--- src/rtl/cdt_pkg.sv ---
package cdt_pkg;

    localparam int unsigned SYNC_DEPTH = 2;
    localparam int unsigned N_GAPS     = 2;
    localparam int unsigned GAP_UP     = 0;  // power turn-on gap
    localparam int unsigned GAP_DN     = 1;  // auxiliary turn-on gap

    typedef enum logic [2:0] {
        PH_SLEEP  = 3'd0,
        PH_AUX    = 3'd1,
        PH_GAP_UP = 3'd2,
        PH_PWR    = 3'd3,
        PH_GAP_DN = 3'd4
    } phase_e;

    typedef struct packed {
        logic pwr;
        logic aux_act;
        logic aux_oe;
    } drive_t;

    function automatic drive_t phase_drive(phase_e ph);
        drive_t d;
        d.pwr     = (ph == PH_PWR);
        d.aux_act = (ph == PH_AUX);
        d.aux_oe  = (ph != PH_SLEEP);
        return d;
    endfunction

    function automatic logic aux_pin(drive_t d, logic compl_mode);
        return d.aux_oe & (compl_mode ? d.aux_act : ~d.aux_act);
    endfunction

endpackage

--- src/rtl/cdt_sync.sv ---
module cdt_sync #(
    parameter int unsigned WIDTH  = 1,
    parameter int unsigned STAGES = 2
) (
    input  logic             clk,
    input  logic             rst,
    input  logic [WIDTH-1:0] d,
    output logic [WIDTH-1:0] q
);
    logic [STAGES-1:0][WIDTH-1:0] chain;

    always_ff @(posedge clk) begin
        if (rst) chain <= '0;
        else     chain <= {chain[STAGES-2:0], d};
    end

    assign q = chain[STAGES-1];
endmodule

--- src/rtl/cdt_dt_timer.sv ---
module cdt_dt_timer #(
    parameter int unsigned W = 8
) (
    input  logic         clk,
    input  logic         rst,
    input  logic         load,
    input  logic [W-1:0] len,
    input  logic         kill,
    input  logic         sense,
    output logic         busy,
    output logic         expire
);
    logic [W-1:0] cnt;

    assign busy   = (cnt != '0);
    assign expire = busy && ((cnt == W'(1)) || sense);

    always_ff @(posedge clk) begin
        if (rst || kill)  cnt <= '0;
        else if (load)    cnt <= len;
        else if (expire)  cnt <= '0;
        else if (busy)    cnt <= cnt - W'(1);
    end

    // a running gap only counts down, whatever the delay input does
    a_r13_count_down: assert property (@(posedge clk) disable iff (rst)
        (busy && !load && !kill) |=> (cnt < $past(cnt)));

    // a sense strobe during a running gap ends it
    a_r6_sense_ends_gap: assert property (@(posedge clk) disable iff (rst)
        (busy && sense && !load && !kill) |=> !busy);
endmodule

--- src/rtl/cdt_phase_seq.sv ---
module cdt_phase_seq
    import cdt_pkg::*;
#(
    parameter int unsigned W = 8
) (
    input  logic         clk,
    input  logic         rst,
    input  logic         pwm_s,
    input  logic         en_s,
    input  logic         zvs_up_s,
    input  logic         zvs_dn_s,
    input  logic [W-1:0] t_up,
    input  logic [W-1:0] t_dn,
    output drive_t       drv
);
    phase_e phase, nxt;
    logic   pwm_d;
    logic   rise, fall;

    logic [N_GAPS-1:0]        load, kill, sense, busy, expire;
    logic [N_GAPS-1:0][W-1:0] len;

    assign rise = pwm_s & ~pwm_d;
    assign fall = ~pwm_s & pwm_d;

    assign len[GAP_UP]   = t_up;
    assign len[GAP_DN]   = t_dn;
    assign sense[GAP_UP] = zvs_up_s;
    assign sense[GAP_DN] = zvs_dn_s;

    for (genvar g = 0; g < N_GAPS; g++) begin : g_gap
        cdt_dt_timer #(.W(W)) tmr_i (
            .clk    (clk),
            .rst    (rst),
            .load   (load[g]),
            .len    (len[g]),
            .kill   (kill[g]),
            .sense  (sense[g]),
            .busy   (busy[g]),
            .expire (expire[g])
        );
    end

    always_comb begin
        nxt  = phase;
        load = '0;
        kill = '0;
        if (!en_s) begin
            nxt  = PH_SLEEP;
            kill = '1;
        end else if (phase == PH_SLEEP) begin
            nxt = pwm_s ? PH_PWR : PH_AUX;
        end else if (rise) begin
            kill[GAP_DN] = 1'b1;
            load[GAP_UP] = (t_up != '0);
            nxt          = (t_up == '0) ? PH_PWR : PH_GAP_UP;
        end else if (fall) begin
            kill[GAP_UP] = 1'b1;
            load[GAP_DN] = (t_dn != '0);
            nxt          = (t_dn == '0) ? PH_AUX : PH_GAP_DN;
        end else if (phase == PH_GAP_UP && expire[GAP_UP]) begin
            nxt = PH_PWR;
        end else if (phase == PH_GAP_DN && expire[GAP_DN]) begin
            nxt = PH_AUX;
        end
    end

    always_ff @(posedge clk) begin
        if (rst) begin
            phase <= PH_SLEEP;
            pwm_d <= 1'b0;
        end else begin
            phase <= nxt;
            pwm_d <= pwm_s;
        end
    end

    assign drv = phase_drive(phase);

    a_r3_rise_drops_aux: assert property (@(posedge clk) disable iff (rst)
        (en_s && phase != PH_SLEEP && rise) |=> !drv.aux_act);

    a_r4_fall_drops_pwr: assert property (@(posedge clk) disable iff (rst)
        (en_s && phase != PH_SLEEP && fall) |=> !drv.pwr);

    a_r9_sleep_safe: assert property (@(posedge clk) disable iff (rst)
        !en_s |=> (!drv.pwr && !drv.aux_oe));

    a_r10_wake_level: assert property (@(posedge clk) disable iff (rst)
        (en_s && phase == PH_SLEEP) |=>
            (drv.pwr == $past(pwm_s)) && (drv.aux_act == !$past(pwm_s)));
endmodule

--- src/rtl/cdt_gen.sv ---
module cdt_gen
    import cdt_pkg::*;
#(
    parameter int unsigned DLY_W = 8
) (
    input  logic             clk,
    input  logic             rst,
    input  logic             pwm_in,
    input  logic             en_in,
    input  logic             zvs_pwr_in,
    input  logic             zvs_aux_in,
    input  logic             aux_compl,
    input  logic [DLY_W-1:0] t_pwr_dly,
    input  logic [DLY_W-1:0] t_aux_dly,
    output logic             pwr_drv,
    output logic             aux_lvl,
    output logic             aux_oe
);
    localparam int unsigned N_ASYNC = 4;

    logic [N_ASYNC-1:0] raw_in, syn;
    drive_t             drv;

    assign raw_in = {en_in, pwm_in, zvs_pwr_in, zvs_aux_in};

    cdt_sync #(.WIDTH(N_ASYNC), .STAGES(SYNC_DEPTH)) sync_i (
        .clk (clk),
        .rst (rst),
        .d   (raw_in),
        .q   (syn)
    );

    cdt_phase_seq #(.W(DLY_W)) seq_i (
        .clk      (clk),
        .rst      (rst),
        .pwm_s    (syn[2]),
        .en_s     (syn[3]),
        .zvs_up_s (syn[1]),
        .zvs_dn_s (syn[0]),
        .t_up     (t_pwr_dly),
        .t_dn     (t_aux_dly),
        .drv      (drv)
    );

    assign pwr_drv = drv.pwr;
    assign aux_oe  = drv.aux_oe;
    assign aux_lvl = aux_pin(drv, aux_compl);

    // power and active auxiliary never overlap at the pins
    a_r12_no_overlap: assert property (@(posedge clk) disable iff (rst)
        !(pwr_drv && aux_oe && (aux_lvl == aux_compl)));
endmodule

--- config.mk ---
export PLATFORM = sky130hd
export DESIGN_NAME = cdt_gen
export DESIGN_NICKNAME = d
export VERILOG_FILES = /design/src/rtl/cdt_pkg.sv /design/src/rtl/cdt_sync.sv /design/src/rtl/cdt_dt_timer.sv /design/src/rtl/cdt_phase_seq.sv /design/src/rtl/cdt_gen.sv
export SDC_FILE = /design/constraint.sdc
export NUM_CORES = 1
export LEC_CHECK = 0
export BUFFER_PORTS_ARGS = -buffer_cell sky130_fd_sc_hd__buf_2
export CAP_MARGIN = 25
export CORE_AREA = 2 2 66 68
export DETAILED_ROUTE_END_ITERATION = 6
export DIE_AREA = 0 0 68 70
export GPL_TIMING_DRIVEN = 1
export HOLD_SLACK_MARGIN = 0.12
export MAX_ROUTING_LAYER = met4
export PLACE_DENSITY = 0.65
export SYNTH_ARGS = -nofsm -noshare
export SYNTH_HDL_FRONTEND = slang
export SYNTH_SLANG_ARGS = --single-unit
--- constraint.sdc ---
create_clock -name clk -period 1.9 [get_ports clk]
set_input_delay 0 -clock clk [delete_from_list [all_inputs] [get_ports clk]]
set_output_delay 0 -clock clk [all_outputs]
set_load 0.1 [all_outputs]
==> flow_summary.toml, run 1 <==
[placed_design]
pre_cts_ws_ps = 154
place_congestion = 0.856
dp_hpwl_um = 2550
port_buffers = 25

[synth]
synth_cells = 184
syn-num-nets = 213
synth_simple_gate_area_share_pct = 30.9
yosysUniqueCellTypes = 42
synth_seq_cells = 28
synth-compound-area-share_pct = 15.5
synth_mux_area_share_pct = 2.03
ys_seq_area_share_pct = 36.4
synth_area_um2 = 1540
synth_top_family_by_area = "simple AND/OR/NAND/NOR gates"
avgSynthCellArea_um2 = 8.36
synth-adder-area-share_pct = 4.88
synthXorXnorAreaFrac_pct = 6.26
synth-warning-count = 0

[layout]
syn_to_final_growth_pct = 37.5
diodes = 0
final_cell_mix = "dfxtp_1 (28), nor2_1 (27), dlygate4sd3_1 (25), buf_2 (25), nor3_1 (13)"
final_common_cell = "dfxtp_1"
drive_above_1_share_pct = 22.3
final_net_count = 272

[die]
die_area_um2 = 4760
initial_utilization_pct = 37.1
die_h_um = 70
core_um2 = 4140
num_rows = 24
die_w_um = 68
io_pins = 26

[sta]
tightest_slew_ps = 629
finalSetupViolations = 0
drv_slew = 0
slew_headroom_pct = 57.8
holdWs_ps = 430
hold_viol = 0
fin_skew_ps = 8.13
fin_crit_sh_pct = 99.6
fin_crit_ps = 1890
worst_slack_ps = 7.93
max_freq_ghz = 0.529
setup_tns_ps = 0

[clock_network]
clk_latency_ps = 280
clockBufferDepth = 2
path_clk_slew_ps = 100
htree_levels = 1
tritoncts = "built"
root_buffer = "clkbuf_8"
cts_buffers = 3
cts.sinks = 28

[power]
internal-power_w = 0.000943
power.leakage_nw = 0.871
p_clk_share_pct = 39.9
ir_worst_vdd_uv = 463
sw_frac_of_total_pct = 21.0
p_seq_share_pct = 50.4
power_frac_comb_pct = 9.7
powerDensity_nw_per_um2 = 565
switchingPower_w = 0.000251

[status]
status = "finished, final reports clean"

[grt]
grt.total_usage_pct = 16.8
grt-ovfl-total = 0
first_global_vias = 1409
grt_pass1_wl_um = 6140
grt_max_degree = 17
antenna_found_initial = 0

[route]
dr.pass1.iters = 4
vias = 1529
vias_per_cell = 5.20
antenna_left = 0
drc = 0
wl_um = 3800
drt-initial-drc-count = 143
avgRoutedWirePerCell_um = 12.9

[worst_setup_path]
ff2ff_path_depth = 5
critPathKind = "input pin to register"
worst-path-max-fanout = 3
r2r_end = "seq_i.g_gap[0].tmr_i.cnt[5]$_SDFFE_PP0P_"
required_ps = 2110
r2r_slack_ps = 130
endpoint_kind = "register"
critical_path_arrival_ps = 2100
start_kind = "input pin"
timing.rr.start = "seq_i.g_gap[0].tmr_i.cnt[0]$_SDFFE_PP0P_"

[worst_hold_path]
worstHoldEndpoint = "aux_lvl"
hp-class = "input pin to output pin"
min_path_cells = 3
hold_start = "aux_compl"

[job]
maxCapViolations = 0
cell families after synthesis:
| family | after synthesis |
|---|---|
| DFF | 28 |
| AOI/OAI and AO/OA | 33 |
| xor gates and xnor gates | 11 |
| and+or+nand+nor | 89 |
| adders and majority gates | 6 |
| buffers and inverters | 14 |
| muxes | 3 |
routing by layer:
layer / GRT usage [%] / vias to the layer above / share of wire [%] / routed length, um
met3: 1.45 / 6 / 4.1 / 155
met1: 23.3 / 705 / 46 / 1760
met5: - / - / 0 / 0
met4: 5.11 / 0 / 2.1 / 79
met2: 25.8 / 41 / 47 / 1800
li1: - / 777 / - / -
power by group through the flow:
| stage | combinational, W | clock [W] | sequential (W) |
|---|---|---|---|
| 5_1_grt | 0.000125 | 0.000506 | 0.000604 |
| 6_report | 0.000116 | 0.000477 | 0.000602 |
| 3_3_place_gp | 0.0000719 | 0 | 0.000616 |
| 3_5_place_dp | 0.0000721 | 0 | 0.000616 |
| 2_1_floorplan | 0.0000377 | 0 | 0.000613 |
| 4_1_cts | 0.000112 | 0.000482 | 0.000602 |
final cells by class:
cell class / count / area [um2]
inverters: 8 / 32.5
well taps: 52 / 65.1
repair buffers: 60 / 450
clock buffers: 3 / 41.3
fillers: 377 / 2030
multi-input cells: 142 / 936
clock inverters: 1 / 30.0
flip-flops and latches: 28 / 561
how the worst max path moves through the flow:
stage / from / to / slack, ps / depth (start not counted)
finish: t_pwr_dly[0] / seq_i.g_gap[0].tmr_i.cnt[2]$_SDFFE_PP0P_ / 8 / 7
global route: t_pwr_dly[1] / seq_i.g_gap[0].tmr_i.cnt[2]$_SDFFE_PP0P_ / -8 / 7
CTS: t_pwr_dly[5] / seq_i.g_gap[0].tmr_i.cnt[2]$_SDFFE_PP0P_ / 10 / 7
detailed placement: seq_i.g_gap[0].tmr_i.cnt[2]$_SDFFE_PP0P_ / seq_i.g_gap[0].tmr_i.cnt[2]$_SDFFE_PP0P_ / 150 / 6
global placement: seq_i.phase[0]$_SDFFE_PP0P_ / seq_i.g_gap[0].tmr_i.cnt[2]$_SDFFE_PP0P_ / 150 / 6
floorplan: seq_i.phase[0]$_SDFFE_PP0P_ / pwr_drv / 10 / 3
cell usage after synthesis:
master / number / area (um2)
a211oi_1: 2 / 15.0
nor3_1: 13 / 65.1
nor2b_1: 12 / 75.1
nand2b_1: 2 / 12.5
inv_1: 7 / 26.3
a31o_2: 1 / 8.76
o31ai_1: 3 / 22.5
dfxtp_1: 28 / 561
clkbuf_1: 4 / 15.0
or3_1: 1 / 6.26
inv_2: 1 / 3.75
o21ai_0: 4 / 20.0
buf_6: 1 / 11.3
nor4_1: 4 / 25.0
nor2_2: 2 / 12.5
a22oi_1: 6 / 45.0
mux2_2: 1 / 11.3
or4_4: 1 / 11.3
a2111oi_0: 1 / 8.76
buf_2: 1 / 5.00
a31oi_1: 3 / 18.8
o21ai_1: 1 / 5.00
or2_2: 2 / 12.5
ha_1: 6 / 75.1
nand3_1: 4 / 20.0
or4_1: 2 / 15.0
xnor2_1: 5 / 43.8
o2bb2ai_1: 1 / 8.76
a2bb2oi_1: 4 / 35.0
or4_2: 1 / 8.76
and3_1: 3 / 18.8
a211o_2: 1 / 10.0
o311ai_0: 1 / 8.76
a221oi_1: 2 / 17.5
nor4_4: 1 / 21.3
a21oi_1: 3 / 15.0
xor2_1: 6 / 52.6
nor3_4: 1 / 16.3
mux2i_1: 2 / 20.0
nor2_1: 27 / 101
nand2_1: 12 / 45.0
nor4b_1: 1 / 8.76
critical path, stage by stage:
cell,delay [ps]
dlygate4sd3_1,550
buf_2,140
or4_4,540
nor2_4,140
nor3_1,80
or4_1,520
a21oi_1,130
registers in the layout, summed over array words and instances (netlist names):
register / flops
seq_i.g_gap.tmr_i.cnt: 16
sync_i.chain: 4
sync_i.q: 4
seq_i.phase: 3
seq_i.pwm_d: 1
per-stage QoR:
stage / instances / utilization, % / instance area, um2 / total power [W]
after floorplan: 184 / - / 1550 / 0.000651
after global placement: 264 / 42.9 / 1780 / 0.000687
after detailed placement: 264 / 42.9 / 1780 / 0.000688
after CTS: 293 / 50.7 / 2100 / 0.00120
after global routing: 294 / 51.1 / 2120 / 0.00123
final: 294 / 51.1 / 2120 / 0.00119
repair_timing:
| action | CTS | global route |
|---|---|---|
| endpoints found under the hold margin | 25 | 0 |
| setup endpoints to repair | 0 | 2 |
| hold buffers | 25 | 0 |
| resized for setup | 0 | 2 |
| setup buffers | 0 | 1 |
Power figures use the tool's default switching activity.
==> inputs of run 2 (changes only) <==
Settings changed: SLEW_MARGIN set to 20.
Clock period 1.9 ns to 2.4 ns, I/O delays scaled along.
==> run 2 against run 1 <==
  * Critical path depth up 1
  * Clock power down 37%
  * Non-clock buffer count down 9
  * Power down 28%
  * Clock-buffer cell count up 1
  * Wire length down 6.3%
  * Critical path type unchanged
  * Critical endpoint is now seq_i.g_gap[1].tmr_i.cnt[2]$_SDFFE_PP0P_
  * Largest cell class unchanged
==> flow_summary.toml, run 2 (synthesis gave the netlist of run 1 again) <==
[status]
status = "finished, final reports clean"

[die]
num_rows = 24
die_area_um2 = 4760
die_w_um = 68
core_um2 = 4140
io_pins = 26
die_h_um = 70
initial_utilization_pct = 37.1

[grt]
grt-ovfl-total = 0
grt_pass1_wl_um = 6100
grt_max_degree = 16
antenna_found_initial = 0
grt.total_usage_pct = 16.8
first_global_vias = 1398

[route]
dr.pass1.iters = 4
avgRoutedWirePerCell_um = 12.5
vias = 1449
wl_um = 3560
vias_per_cell = 5.08
drt-initial-drc-count = 126
drc = 0
antenna_left = 0

[layout]
drive_above_1_share_pct = 18.5
utilization_pct = 48.7
final_net_count = 263
design_area_um2 = 2020
final_common_cell = "dfxtp_1"
final_cell_mix = "dfxtp_1 (28), nor2_1 (27), dlygate4sd3_1 (25), buf_2 (25), nor3_1 (13)"
syn_to_final_growth_pct = 31.1
largest_register = "seq_i.g_gap.tmr_i.cnt"
largest_register_ffs = 16
diodes = 0

[sta]
fin_crit_sh_pct = 81.9
finalSetupViolations = 0
tightest_slew_ps = 684
drv_slew = 0
slew_headroom_pct = 53.9
setup_tns_ps = 0
rsz0062_at_grt = "no"
hold_viol = 0
holdWs_ps = 428
fin_crit_ps = 1960
max_freq_ghz = 0.509
fin_skew_ps = 5.49

[clock_network]
clockBufferDepth = 2
root_buffer = "clkbuf_8"
path_clk_slew_ps = 100
tritoncts = "built"
clk_latency_ps = 270
cts.sinks = 28
htree_levels = 1
cts_buffers = 3

[power]
power_frac_comb_pct = 10.1
internal-power_w = 0.000668
p_clk_share_pct = 34.6
sw_frac_of_total_pct = 22.5
switchingPower_w = 0.000194
powerDensity_nw_per_um2 = 427
ir_worst_vdd_uv = 283
power.leakage_nw = 0.815
p_seq_share_pct = 55.3

[worst_setup_path]
critical_path_arrival_ps = 2180
required_ps = 2610
critPathKind = "input pin to register"
start_kind = "input pin"
endpoint_kind = "register"
worst-path-max-fanout = 11
r2r_slack_ps = 490

[worst_hold_path]
hp-class = "input pin to output pin"

[job]
maxCapViolations = 0

[placed_design]
place_area_um2 = 1710
dp_hpwl_um = 2550
port_buffers = 25
place_congestion = 0.808
run 2: per-stage QoR:
step | instances | setup WS [ps] | total power, W
after floorplan | 184 | 384 | 0.000514
after global placement | 256 | 524 | 0.000542
after detailed placement | 256 | 512 | 0.000542
after CTS | 285 | 478 | 0.000862
after global routing | 285 | 272 | 0.000891
final | 285 | 435 | 0.000862
run 2: what timing repair did:
action | CTS | global route
gates resized for setup | 0 | 0
buffers inserted | 0 | 0
hold buffers | 25 | 0
endpoints found under the hold margin | 25 | 0
run 2: area by class of cell:
| cell class | count | area [um2] |
|---|---|---|
| Multi-Input combinational cell | 142 | 923 |
| Tap cell | 52 | 65.1 |
| Timing Repair Buffer | 51 | 383 |
| Clock buffer | 4 | 55.1 |
| Inverter | 8 | 30.0 |
| Fill cell | 397 | 2130 |
| Sequential cell | 28 | 561 |
run 2: critical path, cell delays in order:
cell	delay [ps]
dlygate4sd3_1	530
buf_2	130
nor4_1	620
a2111oi_2	150
buf_4	220
nor2_1	290
a22oi_1	120
nor2_1	120
run 2: path summary, 6_finish.rpt:
path | from | endpoint | cells past startpoint
max | t_aux_dly[1] | seq_i.g_gap[1].tmr_i.cnt[2]$_SDFFE_PP0P_ | 8
min | aux_compl | aux_lvl | 3
max reg2reg | seq_i.g_gap[0].tmr_i.cnt[2]$_SDFFE_PP0P_ | seq_i.g_gap[0].tmr_i.cnt[2]$_SDFFE_PP0P_ | 5
min reg2reg | sync_i.chain[0]$_SDFF_PP0_ | sync_i.q[0]$_SDFF_PP0_ | 1
run 2: power by group through the flow:
stage	logic [W]	clock network (W)	registers [W]
6_report	0.0000869	0.000299	0.000477
5_1_grt	0.0000948	0.000318	0.000478
4_1_cts	0.0000859	0.000300	0.000477
3_5_place_dp	0.0000548	0	0.000487
3_3_place_gp	0.0000550	0	0.000487
2_1_floorplan	0.0000293	0	0.000485
run 2: routing by layer:
metal / share of wire (%) / up-vias / GRT usage (%)
li1: - / 750 / -
met1: 49 / 675 / 22.0
met2: 48 / 20 / 26.4
met3: 2.4 / 4 / 2.74
met4: 1.1 / 0 / 5.11
met5: 0 / - / -
==> inputs of run 3 (changes only) <==
Clock period 2.4 ns to 1.85 ns, I/O delays scaled along.
==> run 3 against run 2 <==
  * Worst hold slack worse by 130 ps
  * Clock power is 23% higher
  * Sequential cell count stayed put
  * Non-clock buffer count is 14 higher
  * Final cell count is 4.9% higher
  * Global-route usage grew 0.95 points
  * Clock skew down 2.0 ps
  * Utilization is 3.4 points higher
==> flow_summary.toml, run 3 (synthesis gave the netlist of run 1 again) <==
[status]
status = "finished, final reports clean"

[sta]
tightest_slew_ps = 613
holdWs_ps = 297
drv_slew = 0
worst_slack_ps = 68.7
rsz0062_at_grt = "yes"
fin_crit_sh_pct = 96.3
fin_crit_ps = 1780
setup_tns_ps = 0
finalSetupViolations = 0
hold_viol = 0
slew_headroom_pct = 58.8
max_freq_ghz = 0.561
fin_skew_ps = 3.46

[power]
ir_worst_vdd_uv = 337
power_frac_comb_pct = 11.1
internal-power_w = 0.000870
powerDensity_nw_per_um2 = 513
p_seq_share_pct = 55.6
p_clk_share_pct = 33.2
switchingPower_w = 0.000235
sw_frac_of_total_pct = 21.3
power.leakage_nw = 0.891

[route]
drt-initial-drc-count = 78
vias = 1524
vias_per_cell = 5.10
dr.pass1.iters = 4
avgRoutedWirePerCell_um = 12.5
drc = 0
wl_um = 3740
antenna_left = 0

[worst_hold_path]
hold_start = "t_pwr_dly[1]"
hp-class = "input pin to register"
min_path_cells = 5

[worst_setup_path]
start_kind = "input pin"
crit_end = "seq_i.g_gap[0].tmr_i.cnt[2]$_SDFFE_PP0P_"
endpoint_kind = "register"
required_ps = 2060
ff2ff_path_depth = 5
crit_start = "t_pwr_dly[3]"
critical_path_arrival_ps = 1990
r2r_slack_ps = 100
r2r_end = "seq_i.g_gap[0].tmr_i.cnt[2]$_SDFFE_PP0P_"
critPathKind = "input pin to register"
worst-path-max-fanout = 3
timing.rr.start = "seq_i.g_gap[0].tmr_i.cnt[2]$_SDFFE_PP0P_"

[clock_network]
clockBufferDepth = 2
tritoncts = "built"
htree_levels = 1
cts.sinks = 28
cts_buffers = 3
root_buffer = "clkbuf_8"
path_clk_slew_ps = 90
clk_latency_ps = 270

[placed_design]
place_area_um2 = 1810
placed_cells = 268
place_congestion = 0.853
dp_hpwl_um = 2580
port_buffers = 25
pre_cts_ws_ps = 108

[layout]
syn_to_final_growth_pct = 40.1
final_cell_mix = "nor2_1 (26), dfxtp_1 (26), dlygate4sd3_1 (25), buf_2 (25), buf_4 (15)"
final_net_count = 277
diodes = 0
design_area_um2 = 2160
final_cell_count_no_fill = 299
drive_above_1_share_pct = 25.9
largest_register = "seq_i.g_gap.tmr_i.cnt"
largest_register_ffs = 16

[job]
maxCapViolations = 0

[die]
initial_utilization_pct = 37.1
die_w_um = 68
io_pins = 26
die_area_um2 = 4760
core_um2 = 4140
num_rows = 24
die_h_um = 70

[grt]
grt_pass1_wl_um = 6370
antenna_found_initial = 0
grt_max_degree = 16
first_global_vias = 1464
grt-ovfl-total = 0
grt.total_usage_pct = 17.8
-- run 3: final cells by class --
class	instances	area, um2
fill	389	1990
multi-input combinational	142	950
sequential	28	566
timing repair buffer	65	488
tap	52	65.1
clock buffer	4	55.1
inverter	8	32.5
-- run 3: power groups by stage --
stage | combinational, W | clock (W) | sequential (W)
2_1_floorplan | 0.0000388 | 0 | 0.000629
5_1_grt | 0.000134 | 0.000411 | 0.000617
6_report | 0.000123 | 0.000367 | 0.000615
4_1_cts | 0.000118 | 0.000387 | 0.000616
3_5_place_dp | 0.0000785 | 0 | 0.000630
3_3_place_gp | 0.0000785 | 0 | 0.000630
-- run 3: how the worst min path moves through the flow --
| stage | endpoint | slack (ps) |
|---|---|---|
| after floorplan | sync_i.chain[0]$_SDFF_PP0_ | 130 |
| after global placement | sync_i.chain[0]$_SDFF_PP0_ | 210 |
| after detailed placement | sync_i.chain[0]$_SDFF_PP0_ | 210 |
| after CTS | seq_i.phase[0]$_SDFFE_PP0P_ | 250 |
| after global routing | seq_i.g_gap[0].tmr_i.cnt[1]$_SDFFE_PP0P_ | 310 |
| final | seq_i.g_gap[0].tmr_i.cnt[1]$_SDFFE_PP0P_ | 300 |
-- run 3: what timing repair did --
action                                 in CTS  in global routing
endpoints found under the hold margin      25                  0
resized for setup                           0                  7
setup endpoints to repair                   0                 13
setup buffers                               0                  2
hold buffers                               25                  0
-- run 3: layer usage --
metal | up-vias | routed length, um | GRT usage [%]
met5 | - | 0 | -
met4 | 0 | 89 | 5.78
met3 | 12 | 128 | 2.74
met2 | 41 | 1840 | 28.9
met1 | 691 | 1680 | 22.3
li1 | 780 | - | -
-- run 3: metrics by stage --
stage          util [%]  power [W]
2_1_floorplan         -   0.000668
3_3_place_gp       43.7   0.000709
3_5_place_dp       43.7   0.000709
4_1_cts            51.1    0.00112
5_1_grt            52.0    0.00116
6_report           52.0    0.00111
-- run 3: worst max-delay path: stages --
cell and delay [ps]:
dlygate4sd3_1 530, buf_2 130, or4_4 490, nor2_4 140
nor3_2 60, or4_1 510, a21oi_1 120
